--- config.mk ---
export PLATFORM = sky130hd
export DESIGN_NAME = rden_delay_gen
export DESIGN_NICKNAME = d
export VERILOG_FILES = /design/src/rtl/rden_delay_pkg.sv /design/src/rtl/rden_tap_line.sv /design/src/rtl/rden_cfg_ctrl.sv /design/src/rtl/rden_delay_gen.sv
export SDC_FILE = /design/constraint.sdc
export NUM_CORES = 1
export LEC_CHECK = 0
export CORE_MARGIN = 5
export CORE_UTILIZATION = 45
export DETAILED_ROUTE_END_ITERATION = 6
export GPL_ROUTABILITY_DRIVEN = 0
export PLACE_DENSITY = 0.67
export SLEW_MARGIN = 10
export SYNTH_ARGS = -nofsm -noshare
export SYNTH_HDL_FRONTEND = slang
export SYNTH_SLANG_ARGS = --single-unit
--- constraint.sdc ---
create_clock -name clk -period 3.25 [get_ports clk]
set_clock_uncertainty 0.15 [all_clocks]
set_input_delay 0.975 -clock clk [delete_from_list [all_inputs] [get_ports clk]]
set_output_delay 0.975 -clock clk [all_outputs]
set_load 0.01 [all_outputs]
--- src/rtl/rden_delay_pkg.sv ---
package rden_delay_pkg;

    typedef enum logic {
        CF_RUN  = 1'b0,
        CF_WAIT = 1'b1
    } cfg_state_e;

    typedef enum logic {
        SEL_STB = 1'b0,
        SEL_RD  = 1'b1
    } tap_sel_e;

endpackage

--- src/rtl/rden_tap_line.sv ---
module rden_tap_line #(
    parameter int DEPTH = 32,
    parameter int DW    = 5
) (
    input  logic          clk,
    input  logic          rst_n,
    input  logic          din,
    input  logic [DW-1:0] tap,
    output logic          dout,
    output logic          busy
);

    logic [DEPTH-1:0] stage;

    // first stage captures the input; every later stage follows its neighbour
    always_ff @(posedge clk or negedge rst_n) begin
        if (!rst_n) begin
            stage[0] <= 1'b0;
        end else begin
            stage[0] <= din;
        end
    end

    genvar g;
    generate
        for (g = 1; g < DEPTH; g++) begin : g_stage
            always_ff @(posedge clk or negedge rst_n) begin
                if (!rst_n) begin
                    stage[g] <= 1'b0;
                end else begin
                    stage[g] <= stage[g-1];
                end
            end
        end
    endgenerate

    always_comb begin
        dout = 1'b0;
        for (int i = 0; i < DEPTH; i++) begin
            if (tap == DW'(i)) begin
                dout = stage[i];
            end
        end
    end

    // any bit anywhere in the line counts, so that a longer tap later
    // cannot re-expose a stale pulse
    assign busy = |stage;

endmodule

--- src/rtl/rden_cfg_ctrl.sv ---
module rden_cfg_ctrl
    import rden_delay_pkg::*;
#(
    parameter int DEPTH   = 32,
    parameter int DW      = 5,
    parameter int STB_DEF = 5,
    parameter int RD_DEF  = 6
) (
    input  logic          clk,
    input  logic          rst_n,
    input  logic          cfg_we,
    input  logic          cfg_sel,
    input  logic [DW-1:0] cfg_val,
    input  logic          quiet,
    output logic [DW-1:0] stb_tap,
    output logic [DW-1:0] rd_tap,
    output logic          pending
);

    localparam logic [DW-1:0] TAP_MAX = DW'(DEPTH - 1);

    cfg_state_e    state, state_nx;
    logic [DW-1:0] stb_pend, rd_pend;
    logic [DW-1:0] val_clamped;
    logic          do_apply;

    assign val_clamped = (int'(cfg_val) > DEPTH - 1) ? TAP_MAX : cfg_val;

    // state register
    always_ff @(posedge clk or negedge rst_n) begin
        if (!rst_n) begin
            state <= CF_RUN;
        end else begin
            state <= state_nx;
        end
    end

    // transitions
    always_comb begin
        state_nx = state;
        do_apply = 1'b0;
        unique case (state)
            CF_RUN: begin
                if (cfg_we) begin
                    state_nx = CF_WAIT;
                end
            end
            CF_WAIT: begin
                if (!cfg_we && quiet) begin
                    state_nx = CF_RUN;
                    do_apply = 1'b1;
                end
            end
            default: state_nx = CF_RUN;
        endcase
    end

    // registered outputs: pending copies and active taps
    always_ff @(posedge clk or negedge rst_n) begin
        if (!rst_n) begin
            stb_pend <= DW'(STB_DEF);
            rd_pend  <= DW'(RD_DEF);
            stb_tap  <= DW'(STB_DEF);
            rd_tap   <= DW'(RD_DEF);
        end else begin
            if (cfg_we) begin
                if (tap_sel_e'(cfg_sel) == SEL_RD) begin
                    rd_pend <= val_clamped;
                end else begin
                    stb_pend <= val_clamped;
                end
            end
            if (do_apply) begin
                stb_tap <= stb_pend;
                rd_tap  <= rd_pend;
            end
        end
    end

    assign pending = (state == CF_WAIT);

endmodule

--- src/rtl/rden_delay_gen.sv ---
module rden_delay_gen #(
    parameter int RD_LAT = 7,
    parameter int DEPTH  = 32
) (
    input  logic                     clk,
    input  logic                     rst_n,
    input  logic                     rd_en_in,
    input  logic                     cfg_we,
    input  logic                     cfg_sel,
    input  logic [$clog2(DEPTH)-1:0] cfg_val,
    output logic                     stb_gate_en,
    output logic                     fifo_rd_en,
    output logic                     rd_valid
);

    localparam int DW      = $clog2(DEPTH);
    localparam int RD_RAW  = (RD_LAT >= 1) ? RD_LAT - 1 : 0;
    localparam int STB_RAW = (RD_LAT >= 2) ? RD_LAT - 2 : 0;
    localparam int RD_DEF  = (RD_RAW  > DEPTH - 1) ? DEPTH - 1 : RD_RAW;
    localparam int STB_DEF = (STB_RAW > DEPTH - 1) ? DEPTH - 1 : STB_RAW;

    logic [DW-1:0] stb_tap, rd_tap;
    logic          stb_busy, rd_busy;
    logic          quiet;
    logic          cfg_pend;
    logic          rd_out;

    assign quiet = !stb_busy && !rd_busy && !rd_en_in;

    rden_cfg_ctrl #(
        .DEPTH   (DEPTH),
        .DW      (DW),
        .STB_DEF (STB_DEF),
        .RD_DEF  (RD_DEF)
    ) u_cfg (
        .clk     (clk),
        .rst_n   (rst_n),
        .cfg_we  (cfg_we),
        .cfg_sel (cfg_sel),
        .cfg_val (cfg_val),
        .quiet   (quiet),
        .stb_tap (stb_tap),
        .rd_tap  (rd_tap),
        .pending (cfg_pend)
    );

    rden_tap_line #(.DEPTH(DEPTH), .DW(DW)) u_stb_line (
        .clk   (clk),
        .rst_n (rst_n),
        .din   (rd_en_in),
        .tap   (stb_tap),
        .dout  (stb_gate_en),
        .busy  (stb_busy)
    );

    rden_tap_line #(.DEPTH(DEPTH), .DW(DW)) u_rd_line (
        .clk   (clk),
        .rst_n (rst_n),
        .din   (rd_en_in),
        .tap   (rd_tap),
        .dout  (rd_out),
        .busy  (rd_busy)
    );

    assign fifo_rd_en = rd_out;
    assign rd_valid   = rd_out;

endmodule

# After elaboration in Yosys (flattened, before gate mapping)
# Index checks and enable logic that the tools add are counted.
dict set report totals {
  regBits 53
  word_cells 180
  out_inout_bits 3
  in_bits 10
}
dict set report op_classes {
  mux 69
  n_reduce_logical 10
  n_eq_ne 62
  bitwise 2
}
# operator n
set ops {}
lappend ops {{equality test 5 bit, second input constant} 32}
lappend ops {{equality test 5 x 4 -> 1 bit, second input constant} 16}
lappend ops {{two-way mux 1 bit} 68}
lappend ops {{equality test 5 x 3 -> 1 bit, second input constant} 8}
lappend ops {{OR reduction 32 bit} 1}
lappend ops {{equality test 5 x 2 -> 1 bit, second input constant} 4}
lappend ops {{equality test 5 x 1 -> 1 bit, second input constant} 2}
lappend ops {{logical NOT 5 bit} 2}
lappend ops {{AND reduction 2 bit} 2}
lappend ops {{logical NOT 1 bit} 3}
lappend ops {{logical AND 1 bit} 2}
lappend ops {{inverter 1 bit} 2}
lappend ops {{case mux 1 bit (2 select lines)} 1}

# Depth between registers and ports, before layout
# Gate-level depths: netlist (run 1).
dict set report logic_depth {
  word_depth 33
  depth_mapped 8
  ltp_nobuf 5
}

# Hierarchy
# Synthesis (run 1) repeated with hierarchy kept, for this count alone.
dict set report unflattened {
  cells_unflattened 301
  hier_area_um2 3717.3
}
# module area_per_inst_um2 cells_each instances seq_area_each_um2
set modules_own_cells {}
lappend modules_own_cells {rden_tap_line 1420.1 126 2 800.8}
lappend modules_own_cells {rden_cfg_ctrl 859.6 47 1 535.5}
lappend modules_own_cells {rden_delay_gen 17.5 2 1 0.0}

# Least setup slack after synthesis (run 1)
# No wires, ideal clock.
dict set report synth_path {
  path_type {register -> output}
  start {register u_cfg.rd_tap[1]}
  end {output port rd_valid}
  n_path_buf 2
  arrival_ps 1829
  required_time_ps 2125
  path_stages_with_launch 7
  slack_ps 296
  cell_sequence {dfstp_2 > buf_2 > mux4_2 > o32ai_1 > a32o_1 > o211ai_1 > buf_4}
}
dict set report synth_via {
  elab_chain_len 33
  word_cells_on_any_way 64
  cone_classes {31 x eq/ne; 32 x mux; 1 x reduce/logical}
}
# element line_no
set synth_lines {}
lappend synth_lines {{start, declared} rden_cfg_ctrl.sv:16} ;# output logic [DW-1:0] rd_tap,
lappend synth_lines {{start signal, assigned} rden_cfg_ctrl.sv:64} ;# rd_tap <= DW'(RD_DEF);
lappend synth_lines {{start signal, assigned} rden_cfg_ctrl.sv:75} ;# rd_tap <= rd_pend;
lappend synth_lines {{logical NOT 5 bit} rden_tap_line.sv:40} ;# if (tap == DW'(i)) begin
lappend synth_lines {{two-way mux 1 bit (31 in a row)} rden_tap_line.sv:40}
lappend synth_lines {{two-way mux 1 bit (*)} rden_tap_line.sv:40}
lappend synth_lines {{end, declared} rden_delay_gen.sv:13} ;# output logic rd_valid
# Every way passes the cells marked *; elsewhere a longest branch is shown, timed or not.

# Worst setup path after layout (run 1)
# Same ends and word-level chain as after synthesis.

==> results of run 1 <==
==> repair_timing <==
action                     in CTS  in global routing
gates resized for setup        13                  9
setup buffers                   9                  2
setup endpoints to repair       3                  3
cloned                          0                  0
pin swaps                       1                  9
==> final cells by class <==
cell class | count | area, um2 | share of cell area (%)
clock inverter | 2 | 37.5 | 1.15
sequential | 53 | 1340 | 41.1
tap | 75 | 93.8 | 2.88
clock buffer | 6 | 82.6 | 2.54
inverter | 7 | 26.3 | 0.807
multi-input combinational | 146 | 1240 | 38.0
timing repair buffer | 54 | 440 | 13.5
==> through the flow <==
stage	setup TNS [ns]	cell area, um2
3_5_place_dp	-0.138	3010
4_1_cts	-0.100	3180
5_1_grt	-0.288	3260
3_3_place_gp	-0.111	3010
2_1_floorplan	0	2660
6_report	-0.0440	3260
==> cells by family (layout without fill, tap and decap cells) <==
logic type / Yosys count / after routing
AO/OA/AOI/OAI: 47 / 47
buffers and inverters: 22 / 69
flip-flops: 53 / 53
multiplexers: 32 / 32
AND/OR/NAND/NOR: 67 / 67
==> placed cells by master, fill, tap and decap left out, drive strengths merged, types with 2 or more instances in the layout <==
| cell | synthesis | layout |
|---|---|---|
| buf | 12 | 46 |
| dfrtp | 45 | 45 |
| mux2 | 23 | 23 |
| nor2 | 14 | 14 |
| nand2 | 8 | 8 |
| nor2b | 8 | 8 |
| clkdlybuf4s50 | 0 | 8 |
| dfstp | 8 | 8 |
| nor4 | 8 | 8 |
| o21ai | 8 | 8 |
| inv | 7 | 7 |
| nand3 | 6 | 6 |
| nand2b | 6 | 6 |
| clkbuf | 3 | 6 |
| a21oi | 6 | 6 |
| nand4 | 5 | 5 |
| mux4 | 5 | 5 |
| o211ai | 5 | 5 |
| a22oi | 4 | 4 |
| mux2i | 4 | 4 |
| and3b | 2 | 2 |
| o2111ai | 2 | 2 |
| a211o | 2 | 2 |
| a221oi | 2 | 2 |
| a311oi | 2 | 2 |
| o21bai | 2 | 2 |
| nand3b | 2 | 2 |
| or4b | 2 | 2 |
==> registers in the layout, summed over array words and instances, names as in the netlist <==
signal,cells
u_rd_line.stage,32
u_cfg.stb_pend,5
u_cfg.stb_tap,5
u_cfg.rd_tap,5
u_cfg.rd_pend,5
u_cfg.pending,1
==> routing by layer <==
layer / part of all wire, % / wire length, um / up-vias / track usage [%]
met4: 2.0 / 127 / 0 / 4.82
met2: 49 / 3060 / 68 / 29.7
met1: 44 / 2710 / 994 / 24.0
met5: 0 / 0 / - / 0
li1: - / - / 925 / -
met3: 5.0 / 308 / 13 / 3.22
==> how the worst max path moves through the flow <==
stage,to,slack (ns),cells after the start
final,rd_valid,-0.02,7
after global routing,rd_valid,-0.14,7
after CTS,rd_valid,-0.05,7
after detailed placement,stb_gate_en,-0.06,6
after global placement,stb_gate_en,-0.04,6
after floorplan,rd_valid,0.30,6
==> power groups by stage <==
stage | Clock [mW] | Combinational, mW | Sequential, mW
after floorplan | 0 | 0.113 | 0.749
after CTS | 0.471 | 0.189 | 0.756
after global routing | 0.502 | 0.216 | 0.763
after global placement | 0 | 0.186 | 0.768
after detailed placement | 0 | 0.189 | 0.770
final | 0.463 | 0.196 | 0.756
==> run_results.csv, run 1 <==
group,metric,value,unit
critical_path,required,2.12,ns
critical_path,crit_start,"u_cfg.rd_tap[1]$_DFFE_PN1P_",
global_route,grt_max_degree,54,
cells_and_area,area_delta_synth_final,22.4,%
sta,worst_slew_pin_slew,0.635,ns
worst_hold_path,min-delay-start,"u_rd_line.stage[25]$_DFF_PN0_",
synthesis,yosysTopAreaCell,"dfrtp_1",
synthesis,syn_area_per_cell,12.0,um2
worst_hold_path,whs_path_depth,0,
synthesis,yosys_warnings,0,
cells_and_area,drive_gt1_share,36.9,%
synthesis,yosys.area_share.simple,15.2,%
worst_hold_path,hp-class,"flip-flop to flip-flop",
cells_and_area,final_cells,343,
cells_and_area,num-nets-final,277,
status,outcome,"finished with violations",
power_and_ir_drop,clkPwrFrac,32.7,%
clock_network,cts_hold_buf,0,
synthesis,async_flop_share,100,%
critical_path,cp_top_family,"flip-flops",
critical_path,timing.rr.end,"u_cfg.rd_tap[4]$_DFFE_PN0P_",
power_and_ir_drop,swShare,24.5,%
synthesis,syn_area,2660,um2
critical_path,r2r_cells,5,
critical_path,critPathSlowestCell,"dfstp_2",
clock_network,cts_buffers,5,
sta,report.final.hold_viol_count,0,
power_and_ir_drop,power,1.42,mW
floorplanning,coreArea,5820,um2
critical_path,rr_startpoint,"u_rd_line.stage[28]$_DFF_PN0_",
global_route,grt_antenna_before_repair,0,
routing,via_per_inst,5.83,
power_and_ir_drop,leakagePower,1.39,nW
sta,fin_ws,-0.0221,ns
synthesis,synth_top_family_by_area,"multiplexers",
synthesis,ys_top_cells_by_count,"dfrtp_1 (45), nor2_1 (14), mux2_2 (10)",
synthesis,synth_fa_ha_area_share,0,%
synthesis,synth_compound_area_share,13.1,%
power_and_ir_drop,sequentialPowerShare,53.4,%
placed_design,dp_hpwl,4480,um
clock_network,cts_buffer_depth,2,
critical_path,critPathMaxStageDelay,0.63,ns
sta,period_needed,3.27,ns
floorplanning,rows,28,
cells_and_area,fin_util,56.0,%
global_route,grt_pass1_vias,2006,
synthesis,synth_edf_count,0,
job,drv_cap,0,
routing,drtIter0Drc,283,
critical_path,crit_path_max_fanout,6,
critical_path,start_kind,"flip-flop",
cells_and_area,n_antenna_cell,0,
placed_design,io_buffers,12,
synthesis,synth_top_flop_cell,"dfrtp_1",
power_and_ir_drop,switchingPower,0.346,mW
power_and_ir_drop,ir_drop,0.340,mV
synthesis,yosys-top-cells-area,"dfrtp_1 (42%), dfstp_2 (7.9%), mux2_2 (4.2%)",
routing,ant_nets,0,
clock_network,htreeDepth,2,
clock_network,clkLatencyLatePin,0.30,ns
synthesis,ys_ff_latch,53,
placed_design,dp.cells,324,
floorplanning,dieWidth,86.9,um
floorplanning,num_io_pins,13,
routing,wire_per_inst,18.1,um
sta,slew_violations,0,
power_and_ir_drop,power_density,435,nW/um2
clock_network,cts_tree,"done",
synthesis,synthXorXnorAreaFrac,0,%
routing,vias,2000,
synthesis,synth_seq_area_share,50.3,%
synthesis,yosysMostFrequentCell,"dfrtp_1",
clock_network,cts-root-buf,"clkbuf_8",
global_route,grt_overflow_total,0,
placed_design,dp_worst_setup_slack,-0.0555,ns
global_route,grt_use_total,17.8,%
synthesis,synth_cells,221,
worst_hold_path,min_to,"u_rd_line.stage[26]$_DFF_PN0_",
floorplanning,initial_core_util,45.7,%
status,violations,"negative setup slack",
routing,wl,6210,um
floorplanning,dieHeight,86.9,um
synthesis,synth.distinct_cells,58,
critical_path,crit_type,"flip-flop to output port",
critical_path,worst-path-buf-inv,2,
clock_network,clkSlewWorstSetupHoldPaths,0.09,ns
global_route,grt_pass1_wl,10400,um
sta,setup_viol,2,
critical_path,rrSetupSlack,1.02,ns
sta,clock.fmax,306,MHz
synthesis,synth_top_area_share,42.4,%
sta,rsz0062_at_grt,"yes",
clock_network,cts_sinks,53,
synthesis,synthMuxAreaShare,16.6,%
synthesis,syn-num-nets,231,
critical_path,arrival,2.15,ns
power_and_ir_drop,p_int,1.07,mW
sta,slew_headroom,57.7,%
sta,hold-worst-slack,0.284,ns
critical_path,path_cells,"buf_12 > mux4_2 > nor2_1 > nor2_1 > o211ai_1 > o211ai_1 > buf_2",
floorplanning,fp.dieArea,7550,um2
sta,min_period_over_period,101,%
routing,drt_pass1_iterations,4,
routing,drc,0,
cells_and_area,fillers,513,
critical_path,endpoint_kind,"output port",
power_and_ir_drop,p_comb_share,13.9,%
Power figures use the tool's default switching activity.
==> inputs of run 2 (changes only) <==
--- a/config.mk
+++ b/config.mk
@@ -9,7 +9,7 @@
 export CORE_UTILIZATION = 45
 export DETAILED_ROUTE_END_ITERATION = 6
 export GPL_ROUTABILITY_DRIVEN = 0
-export PLACE_DENSITY = 0.67
+export PLACE_DENSITY = 0.7
 export SLEW_MARGIN = 10
 export SYNTH_ARGS = -nofsm -noshare
 export SYNTH_HDL_FRONTEND = slang
==> constraint.sdc (replaced) <==
create_clock -name clk -period 3 [get_ports clk]
set_clock_uncertainty 0.15 [all_clocks]
set_input_delay 0.9 -clock clk [delete_from_list [all_inputs] [get_ports clk]]
set_output_delay 0.9 -clock clk [all_outputs]
set_load 0.01 [all_outputs]
==> run 2 against run 1 <==
The run still ends with negative setup slack left. Die area is the same. Cell count grew 2.6%. Setup slack lost 0.13 ns. Clock power shrank 7.8%. Core utilization grew 1.3 points. Register-to-register slack lost 0.11 ns. Combinational power grew 17%. Via count grew 0.95%. First-iteration DRC count shrank 52%. Hold slack gained 0.00052 ns. Critical path depth shrank 2. Critical path type unchanged. Critical endpoint unchanged.
==> run_results.csv, run 2 (synthesis results as in run 1) <==
group,metric,value,unit
cells_and_area,layout_commonest_cell,"buf_4",
worst_hold_path,hp-class,"flip-flop to flip-flop",
clock_network,cts_tree,"done",
global_route,grt_pass1_wl,10500,um
critical_path,r2r_cells,6,
critical_path,endpoint_kind,"output port",
global_route,grt_overflow_total,0,
status,violations,"negative setup slack",
critical_path,rr_startpoint,"u_rd_line.stage[24]$_DFF_PN0_",
sta,slew_violations,0,
power_and_ir_drop,leakagePower,1.43,nW
power_and_ir_drop,ir_drop,0.349,mV
critical_path,crit_start,"u_cfg.rd_tap[1]$_DFFE_PN1P_",
cells_and_area,largest_register,"u_rd_line.stage",
global_route,gr-max-usage-layer,"met2",
routing,drt_pass1_iterations,4,
floorplanning,dieHeight,86.9,um
sta,worst_slew_pin_slew,0.455,ns
critical_path,arrival,2.10,ns
cells_and_area,n_antenna_cell,0,
clock_network,cts_hold_buf,0,
critical_path,timing.rr.end,"u_cfg.stb_tap[3]$_DFFE_PN0P_",
global_route,grt_max_degree,54,
status,outcome,"finished with violations",
critical_path,start_kind,"flip-flop",
cells_and_area,final_cell_mix,"buf_4 (45), dfrtp_1 (43), nor2_1 (13)",
cells_and_area,drive_gt1_share,41.2,%
placed_design,dp.cells,338,
cells_and_area,fillers,511,
global_route,grt_pass1_vias,2129,
routing,via_per_inst,5.74,
critical_path,rrSetupSlack,0.91,ns
clock_network,cts-root-buf,"clkbuf_8",
clock_network,htreeDepth,2,
routing,wire_per_inst,18.0,um
placed_design,dp_hpwl,4470,um
power_and_ir_drop,power_density,442,nW/um2
floorplanning,fp.dieArea,7550,um2
cells_and_area,num-nets-final,286,
sta,report.final.hold_viol_count,0,
routing,drc,0,
critical_path,required,1.95,ns
routing,ant_nets,0,
floorplanning,num_io_pins,13,
cells_and_area,register_area,1340,um2
global_route,grt_use_total,17.9,%
routing,wl,6320,um
clock_network,cts_sinks,53,
sta,fin_ws,-0.154,ns
critical_path,crit_end,"rd_valid",
routing,vias,2019,
floorplanning,rows,28,
sta,setup_viol,3,
critical_path,crit_path_max_fanout,7,
cells_and_area,largest_reg_flops,32,
sta,clock.fmax,317,MHz
cells_and_area,final_cells,352,
floorplanning,initial_core_util,45.7,%
global_route,grt_antenna_before_repair,0,
global_route,met3_usage,3.31,%
clock_network,cts_buffers,5,
global_route,grt_use_met1,23.8,%
floorplanning,coreArea,5820,um2
clock_network,clkLatencyLatePin,0.31,ns
sta,setup_tns,-0.385,ns
cells_and_area,area_delta_synth_final,25.3,%
critical_path,crit_type,"flip-flop to output port",
clock_network,cts_buffer_depth,2,
sta,period_needed,3.15,ns
cells_and_area,multi_input_area,1260,um2
placed_design,io_buffers,12,
clock_network,clkSlewWorstSetupHoldPaths,0.10,ns
sta,rsz0062_at_grt,"yes",
floorplanning,dieWidth,86.9,um
sta,slew_headroom,69.6,%
sta,hold-worst-slack,0.285,ns
global_route,met2_usage,30.0,%
power_and_ir_drop,power,1.47,mW
sta,min_period_over_period,105,%
job,drv_cap,0,
routing,drtIter0Drc,137,
[run 2: cell types whose count changed in the layout (fill, tap and decap cells not counted), sizes merged]
cell    delta
buf        +9
bufinv     -1
inv        +1
[run 2: metrics by stage]
step                util (%)  instance area (um2)  worst slack, ns
floorplan                  -                 2660            0.121
global placement        53.6                 3120           -0.129
detailed placement      53.6                 3120           -0.188
CTS                     56.5                 3290           -0.177
global route            57.3                 3330           -0.261
finish                  57.3                 3330           -0.154
[run 2: what timing repair did]
action	4_1_cts	5_1_grt
gates resized for setup	27	5
pin swaps	5	4
gates cloned	0	0
endpoints found under the setup margin	3	3
setup buffers	4	2
[run 2: report_power, final]
part / internal (mW) / switching, mW
clock network: 0.190 / 0.236
logic: 0.127 / 0.102
registers: 0.770 / 0.0461
total: 1.09 / 0.384
[run 2: final cells by class]
type                            count  area share, %
Tap cell                           75           2.82
Clock inverter                      2          0.488
Timing Repair Buffer               63           15.5
Sequential cell                    53           40.2
Multi-Input combinational cell    146           37.7
Clock buffer                        6           2.48
Inverter                            7          0.789
[run 2: metal layers]
| layer | wire length [um] | part of all wire [%] |
|---|---|---|
| met5 | 0 | 0 |
| met4 | 116 | 1.8 |
| met3 | 254 | 4.0 |
| met2 | 3200 | 51 |
| met1 | 2750 | 44 |
[run 2: worst min-delay path by stage]
| stage | slack [ns] | cells after the start | start | endpoint |
|---|---|---|---|---|
| floorplan | 0.23 | 0 | u_rd_line.stage[9]$_DFF_PN0_ | u_rd_line.stage[10]$_DFF_PN0_ |
| global placement | 0.26 | 0 | u_rd_line.stage[16]$_DFF_PN0_ | u_rd_line.stage[17]$_DFF_PN0_ |
| detailed placement | 0.26 | 0 | u_rd_line.stage[16]$_DFF_PN0_ | u_rd_line.stage[17]$_DFF_PN0_ |
| CTS | 0.28 | 0 | u_rd_line.stage[16]$_DFF_PN0_ | u_rd_line.stage[17]$_DFF_PN0_ |
| global route | 0.29 | 0 | u_rd_line.stage[16]$_DFF_PN0_ | u_rd_line.stage[17]$_DFF_PN0_ |
| finish | 0.28 | 0 | u_rd_line.stage[16]$_DFF_PN0_ | u_rd_line.stage[17]$_DFF_PN0_ |
[run 2: critical path: stages (launching register included)]
cell and delay, ns:
dfstp_2 0.63, mux4_2 0.53, o32ai_2 0.22, a32o_1 0.17
o211ai_1 0.10, buf_2 0.15
==> inputs of run 3 (changes only) <==
--- a/config.mk
+++ b/config.mk
@@ -9,7 +9,6 @@
 export CORE_UTILIZATION = 45
 export DETAILED_ROUTE_END_ITERATION = 6
 export GPL_ROUTABILITY_DRIVEN = 0
-export PLACE_DENSITY = 0.7
 export SLEW_MARGIN = 10
 export SYNTH_ARGS = -nofsm -noshare
 export SYNTH_HDL_FRONTEND = slang
==> run 3 against run 2 <==
Highest routed layer unchanged. Design area increased by 0.56%. Non-clock buffer count increased by 3. Wire length increased by 3.5%. Core utilization increased by 0.32 points. Hold slack improved by 0.0059 ns. Critical endpoint is now fifo_rd_en. Die area unchanged. Largest power group unchanged. Via count about the same. Fmax increased by 0.97%. The run still ends with negative setup slack left. Combinational power decreased by 2%. Sequential cell count unchanged.
==> run_results.csv, run 3 (synthesis results as in run 1) <==
group,metric,value,unit
routing,drt_pass1_iterations,4,
routing,drc,0,
clock_network,cts_sinks,53,
global_route,met3_usage,3.69,%
critical_path,arrival,2.07,ns
global_route,gr-max-usage-layer,"met2",
power_and_ir_drop,clkPwrFrac,32.0,%
power_and_ir_drop,p_comb_share,14.6,%
global_route,grt_use_met1,24.8,%
sta,worst_slew_pin_slew,0.661,ns
routing,drtIter0Drc,160,
sta,report.final.hold_viol_count,0,
global_route,grt_use_total,18.8,%
cells_and_area,layout_commonest_cell,"buf_4",
sta,min_period_over_period,104,%
status,outcome,"finished with violations",
global_route,met2_usage,30.7,%
sta,setup_tns,-0.351,ns
routing,via_per_inst,5.68,
sta,period_needed,3.12,ns
cells_and_area,num-nets-final,289,
global_route,grt_overflow_total,0,
sta,setup_viol,3,
sta,hold-worst-slack,0.291,ns
floorplanning,dieWidth,86.9,um
global_route,grt_pass1_vias,2020,
critical_path,required,1.95,ns
clock_network,clkSlewWorstSetupHoldPaths,0.09,ns
cells_and_area,final_cell_mix,"buf_4 (49), dfrtp_1 (42), nor2_1 (13)",
power_and_ir_drop,swShare,25.3,%
job,drv_cap,0,
floorplanning,initial_core_util,45.7,%
power_and_ir_drop,p_int,1.15,mW
cells_and_area,largest_reg_flops,32,
clock_network,htreeDepth,2,
routing,wire_per_inst,18.4,um
cells_and_area,fillers,512,
critical_path,endpoint_kind,"output port",
clock_network,cts_buffers,5,
sta,slew_violations,0,
global_route,grt_antenna_before_repair,0,
clock_network,clkLatencyLatePin,0.31,ns
floorplanning,dieHeight,86.9,um
global_route,grt_pass1_wl,10700,um
sta,rsz0062_at_grt,"yes",
critical_path,start_kind,"flip-flop",
global_route,grt_max_degree,54,
sta,slew_headroom,55.9,%
status,violations,"negative setup slack",
cells_and_area,n_antenna_cell,0,
floorplanning,coreArea,5820,um2
routing,vias,2018,
power_and_ir_drop,ir_drop,0.330,mV
cells_and_area,area_delta_synth_final,26.0,%
power_and_ir_drop,leakagePower,1.46,nW
power_and_ir_drop,power_density,458,nW/um2
sta,fin_ws,-0.124,ns
floorplanning,num_io_pins,13,
placed_design,io_buffers,12,
clock_network,cts_tree,"done",
sta,clock.fmax,320,MHz
floorplanning,rows,28,
power_and_ir_drop,sequentialPowerShare,53.4,%
critical_path,crit_type,"flip-flop to output port",
power_and_ir_drop,switchingPower,0.387,mW
worst_hold_path,hp-class,"flip-flop to flip-flop",
cells_and_area,fin_util,57.6,%
cells_and_area,largest_register,"u_rd_line.stage",
routing,wl,6540,um
cells_and_area,drive_gt1_share,41.4,%
floorplanning,fp.dieArea,7550,um2
routing,ant_nets,0,
clock_network,cts-root-buf,"clkbuf_8",
clock_network,cts_buffer_depth,2,
critical_path,crit_path_max_fanout,7,
placed_design,dp_hpwl,4670,um
## run 3: cell count changes in the layout (fill, tap and decap cells not counted), sizes merged
cell / before / now
buf: 55 / 58
bufinv: 0 / 1
clkinv: 0 / 1
clkinvlp: 1 / 0
inv: 8 / 7
## run 3: metrics by stage
step | setup WS [ns] | cells | total power, mW | cell area [um2]
5_1_grt | -0.260 | 355 | 1.60 | 3350
2_1_floorplan | 0.121 | 221 | 0.934 | 2660
3_3_place_gp | -0.242 | 335 | 1.04 | 3080
6_report | -0.124 | 355 | 1.53 | 3350
4_1_cts | -0.157 | 352 | 1.54 | 3290
3_5_place_dp | -0.246 | 335 | 1.04 | 3080
## run 3: layout make-up
class / instances / area [um2] / area share, %
clock inverters: 2 / 38.8 / 1.16
repair buffers: 66 / 527 / 15.7
flip-flops and latches: 53 / 1340 / 40.0
well taps: 75 / 93.8 / 2.80
clock buffers: 6 / 72.6 / 2.17
inverters: 7 / 26.3 / 0.784
multi-input cells: 146 / 1250 / 37.4
## run 3: path summary, 6_finish.rpt
| kind | startpoint | to | slack [ns] | depth (start not counted) |
|---|---|---|---|---|
| max reg2reg | u_rd_line.stage[24]$_DFF_PN0_ | u_cfg.rd_tap[4]$_DFFE_PN0P_ | 0.85 | 6 |
| max | u_cfg.rd_tap[1]$_DFFE_PN1P_ | fifo_rd_en | -0.12 | 5 |
| min in group asynchronous | rst_n | u_rd_line.stage[14]$_DFF_PN0_ | 0.55 | 2 |
| min reg2reg | u_rd_line.stage[1]$_DFF_PN0_ | u_rd_line.stage[2]$_DFF_PN0_ | 0.29 | 0 |
| min | u_rd_line.stage[1]$_DFF_PN0_ | u_rd_line.stage[2]$_DFF_PN0_ | 0.29 | 0 |
| max in group asynchronous | rst_n | u_cfg.rd_tap[0]$_DFFE_PN0P_ | 1.68 | 2 |
## run 3: power by group through the flow
stage | sequential, mW | combinational, mW | clock (mW)
global placement | 0.833 | 0.209 | 0
detailed placement | 0.833 | 0.212 | 0
floorplan | 0.811 | 0.123 | 0
finish | 0.818 | 0.224 | 0.491
global route | 0.825 | 0.246 | 0.534
CTS | 0.818 | 0.218 | 0.502
## run 3: layer usage
metal  part of all wire, %  vias to the layer above
met5                     0                        -
met4                   2.4                        0
met3                   3.5                       16
met2                    50                       51
met1                    44                     1005
li1                      -                      946
## run 3: worst max-delay path: stages (launching register included)
cell      delay, ns
dfstp_2        0.63
mux4_2         0.52
o32ai_2        0.21
a32o_1         0.16
o211ai_1       0.09
buf_2          0.15
## run 3: what timing repair did
action | CTS | global route
gates resized for setup | 21 | 12
pin swaps | 5 | 11
hold buffers | 0 | 0
setup buffers | 9 | 3
setup endpoints to repair | 3 | 3
